**src/rtl/hs_monitor.sv**
```systemverilog
module hs_monitor #(
  parameter int LAT_MIN = 1,
  parameter int LAT_MAX = 3
) (
  input  logic clk,
  input  logic rst_n,
  input  logic req,
  input  logic ack,
  output logic dup_req,
  output logic orphan_ack,
  output logic dup_ack,
  output logic early_ack,
  output logic timeout,
  output logic err_pulse
);

  localparam int CW = $clog2(LAT_MAX + 1);
  localparam logic [CW-1:0] LMAX = CW'(LAT_MAX);
  localparam logic [CW-1:0] LMIN = CW'(LAT_MIN);

  logic          req_q, ack_q;
  logic          open_q, answered_q;
  logic [CW-1:0] lat_q;
  logic [4:0]    flags_q;
  logic          pulse_q;

  logic          req_rise, ack_rise;
  logic          v_dup_req, v_orphan, v_dup_ack, v_early, v_tmo;
  logic          open_n, answered_n;
  logic [CW-1:0] lat_n;
  logic [4:0]    hit;

  assign req_rise = req & ~req_q;
  assign ack_rise = ack & ~ack_q;
  assign v_tmo     = open_q && !ack_rise && (lat_q == LMAX);
  assign v_dup_req = open_q && req_rise && !ack_rise && (lat_q != LMAX);
  assign v_early   = open_q && ack_rise && (lat_q < LMIN);
  assign v_orphan  = !open_q && ack_rise && !answered_q;
  assign v_dup_ack = !open_q && ack_rise && answered_q;
  assign hit = {v_tmo, v_early, v_dup_ack, v_orphan, v_dup_req};

  always_comb begin
    open_n     = open_q;
    answered_n = answered_q;
    lat_n      = lat_q;
    if (open_q && ack_rise) begin
      open_n     = 1'b0;
      answered_n = 1'b1;
    end else if (v_tmo) begin
      open_n     = 1'b0;
      answered_n = 1'b0;
    end else if (open_q) begin
      lat_n = lat_q + 1'b1;
    end
    if (req_rise && !v_dup_req) begin
      open_n     = 1'b1;
      answered_n = 1'b0;
      lat_n      = CW'(1);
    end
  end

  always_ff @(posedge clk) begin
    if (!rst_n) begin
      req_q      <= 1'b0;
      ack_q      <= 1'b0;
      open_q     <= 1'b0;
      answered_q <= 1'b0;
      lat_q      <= '0;
      flags_q    <= '0;
      pulse_q    <= 1'b0;
    end else begin
      req_q      <= req;
      ack_q      <= ack;
      open_q     <= open_n;
      answered_q <= answered_n;
      lat_q      <= lat_n;
      flags_q    <= flags_q | hit;
      pulse_q    <= |hit;
    end
  end

  assign dup_req    = flags_q[0];
  assign orphan_ack = flags_q[1];
  assign dup_ack    = flags_q[2];
  assign early_ack  = flags_q[3];
  assign timeout    = flags_q[4];
  assign err_pulse  = pulse_q;

  p_sticky_r10: assert property (@(posedge clk) disable iff (!rst_n)
    (flags_q & $past(flags_q)) == $past(flags_q));

  p_pulse_on_new_flag_r11: assert property (@(posedge clk) disable iff (!rst_n)
    (flags_q != $past(flags_q)) |-> err_pulse);

  p_lat_window_r7: assert property (@(posedge clk) disable iff (!rst_n)
    open_q |-> (lat_q >= CW'(1) && lat_q <= LMAX));

  p_drop_at_limit_r7: assert property (@(posedge clk) disable iff (!rst_n)
    (open_q && lat_q == LMAX && !ack_rise && !req_rise) |=> !open_q);

  p_dup_req_flag_r3: assert property (@(posedge clk) disable iff (!rst_n)
    (open_q && req_rise && !ack_rise && lat_q != LMAX) |=> dup_req && err_pulse);

  p_orphan_flag_r4: assert property (@(posedge clk) disable iff (!rst_n)
    (!open_q && !answered_q && ack_rise) |=> orphan_ack && err_pulse);

  p_ack_closes_r2: assert property (@(posedge clk) disable iff (!rst_n)
    (open_q && ack_rise && !req_rise) |=> !open_q && answered_q);

endmodule

```
**config.mk**
```make
export PLATFORM = sky130hd
export DESIGN_NAME = hs_monitor
export DESIGN_NICKNAME = d
export VERILOG_FILES = /design/src/rtl/hs_monitor.sv
export SDC_FILE = /design/constraint.sdc
export NUM_CORES = 1
export LEC_CHECK = 0
export CORE_AREA = 4 4 41 43
export CTS_BUF_LIST = sky130_fd_sc_hd__clkbuf_16
export CTS_CLUSTER_SIZE = 20
export DETAILED_ROUTE_END_ITERATION = 16
export DIE_AREA = 0 0 45 47
export GPL_ROUTABILITY_DRIVEN = 0
export PLACE_DENSITY = 0.61
export SYNTH_ARGS = -nofsm -noshare
export SYNTH_HDL_FRONTEND = slang
export SYNTH_SLANG_ARGS = --single-unit
export TNS_END_PERCENT = 5
```
**constraint.sdc**
```tcl
create_clock -name clk -period 1.2 [get_ports clk]
set_clock_uncertainty 0.05 [all_clocks]
set_input_delay 0.24 -clock clk [delete_from_list [all_inputs] [get_ports clk]]
set_output_delay 0.24 -clock clk [all_outputs]
set_load 0.02 [all_outputs]
```
==> key figures <==
Synthesis
  – Seq/Total Area, Yosys: a little under half
  – Post-synthesis register bit count: 12
  – Synthesized Nets: 57
  – Top FF cell, synth: dfxtp_1
  – Top cell type's share of synthesized area: between 40% and 50%
  – Post-synth EDFFs: 0
  – Top area cells in the synthesized netlist: dfxtp_1 (47%), a31oi_1 (6.1%), ha_1 (4.9%)
  – Synthesized area per cell: 9.99 µm²
  – Top-count cell post-synth: dfxtp_1
  – Warnings from Yosys: 0
  – Synthesized area: a little over 500 µm²
  – Syn Inst Count: 51
  – Top post-synthesis cells by count: dfxtp_1 (12), a31oi_1 (5), inv_1 (4), nor2_1 (4)
  – Synth area leader: dfxtp_1
  – Yosys cell types: 22
  – Async set or reset register ratio after synthesis: 0%

Worst hold path
  – Hold Path Class: input port to flop
  – Worst min-delay path startpoint: ack

Critical path
  – Crit Path Class: flop to primary output
  – Reg2Reg Launch Point: lat_q[1]
  – Crit. End Element: primary output
  – Crit-path slowest cell: dlygate4sd2_1
  – Crit-path max FO: 2
  – Worst Path Required: 0.91 ns
  – Worst path max stage delay: 0.33 ns
  – WP buf/inv: 1
  – Crit. Startpoint: flags_q[2]
  – Worst EP arrival: about 0.88 ns
  – CP cell instances: dlygate4sd2_1
  – Startpoint types: flop
  – Cell family with most CP delay: buffers and inverters

Timing
  – Hold WS: about 0.26 ns
  – Slew Limit Fails: 0
  – Final setup vio count: 0
  – Tcrit/Tclk final: between 90% and 100%
  – Setup TNS: 0 ns
  – Achievable frequency: 0.855 GHz
  – Slew @ Worst Pin: 0.297 ns
  – Rel. slew slack: 80.2%
  – Fin. Hold Viols: 0
  – RSZ-0062 raised after global routing: false
  – Fin crit period: 1.17 ns

Clocking
  – CTS root buf: clkbuf_16
  – Reg clk slew, reported paths: 0.04 ns
  – Setup bufs post-CTS: 0
  – Later-pin clock latency in the skew report: around 0.24 ns
  – H-Tree Depth: 1
  – CTS tree: done
  – CTS Buffer Depth: 2
  – Clock Sinks: 12
  – Num CTS Buffers: 3

Route
  – DRT Pass-1 Iters: 1
  – 1st-iter DRT viols: 0
  – DRT antenna net count: 0
  – Routed len/inst: 10.5 µm
  – DR vias: 418
  – Remaining DRCs: 0
  – Final wirelength: 910 µm
  – Vias per inst: 4.80

Global route
  – Vias in the first global route: about 370
  – Met1 global-route usage: 12.2%
  – GRT Residual Overflow: 0
  – First-pass GRT wire length: approximately 1600 µm
  – Largest net degree at the start of global routing: 8
  – Initial antenna violation count: 0
  – Grt met2 use: 16.9%
  – Met3 usage: 3.83%
  – GRT Max-Usage Layer: met2
  – GRT Overall Usage: 11.4%

Power
  – P_leak: 0.344 nW
  – VDD IR max: 835 µV
  – Power Density: between 1500 and 2000 mW/mm²

Place
  – Placed Cells: 84
  – Post-placement cell area: ~680 µm²
  – DP HPWL: roughly 670 µm
  – PortBufs: 9

Finish
  – Register area: 240 µm²
  – Fill cells: 130
  – Final nets: 80
  – Synthesis-to-finish area growth: 49.4%
  – Fin cells: 87
  – Multi-input logic area: 255 µm²
  – Antenna cells: 0
  – Final Cell Area: approximately 760 µm²
  – Layout cells sized above 1: 31.9%
  – Post-Route Utilization: between 50% and 60%

Die
  – Die Height: 47 µm
  – Standard-cell rows: 13
  – I/O pin cnt: 10
  – Die extent in x: 45 µm
  – Die area: 0.00212 mm²
  – CORE AREA: roughly 0.0013 mm²
  – Initial Utilization: 39.1%

Run
  – Max_cap viols: 0

Outcome
  – Run status: completed
[cells by family after synthesis]
family,share of synthesized area [%]
adders and majority gates,4.91
AOI/OAI and AO/OA,19.9
buffers and inverters,5.16
DFF,47.2
and+or+nand+nor,22.8
[stage by stage]
step           total power (W)  worst slack, ns
5_1_grt                0.00122          0.00200
4_1_cts                0.00118           0.0114
3_3_place_gp          0.000585           -0.179
3_5_place_dp          0.000586           -0.193
2_1_floorplan         0.000527           0.0717
6_report               0.00117           0.0305
[state kept, by name, indices dropped and copies added, names as in the netlist]
name	flops
lat_q	2
flags_q	5
ack_q	1
req_q	1
err_pulse	1
answered_q	1
open_q	1
[cell type report]
| class | instances | area share, % |
|---|---|---|
| multi-input combinational | 34 | 33.6 |
| sequential | 12 | 31.6 |
| timing repair buffer | 19 | 20.6 |
| clock buffer | 3 | 9.87 |
| tap | 15 | 2.47 |
| inverter | 4 | 1.97 |
[placed cells by master, fill, tap and decap left out, drive strengths merged]
cell	Yosys	layout
nand3	1	1
o21a	2	2
o211ai	2	2
nor2	4	4
and2b	1	1
clkbuf	0	4
a311oi	1	1
dfxtp	12	12
clkdlybuf4s50	0	2
dlymetal6s2s	0	1
dlygate4sd2	0	5
and2	3	3
nand2	1	1
nand3b	1	1
a31oi	5	5
a21oi	3	3
inv	4	4
ha	2	2
o21ai	2	2
nor3	1	1
nor2b	2	2
buf	1	10
nand2b	3	3
[layer usage]
metal,share of wire [%],up-vias
li1,-,218
met1,48,183
met2,41,12
met3,6.5,5
met4,4.7,0
met5,0,-
[power by group]
| group | internal, W | switching (W) |
|---|---|---|
| clock network | 0.000433 | 0.000159 |
| logic | 0.0000715 | 0.0000650 |
| registers | 0.000423 | 0.0000152 |
| total | 0.000927 | 0.000239 |
[timing repair]
action,CTS,global route
pin swaps,0,2
hold buffers,0,0
gates cloned,0,0
endpoints found under the setup margin,6,7
gates resized for setup,6,6
[worst paths after layout]
kind                            slack [ns]    endpoint  cells after the start
worst max-delay path                  0.03     dup_ack                      1
worst min-delay path                  0.26       ack_q                      2
worst max register to register        0.08    lat_q[0]                      5
worst min register to register        0.40  flags_q[1]                      1
Note: power is estimated with default switching activity, not from simulation.
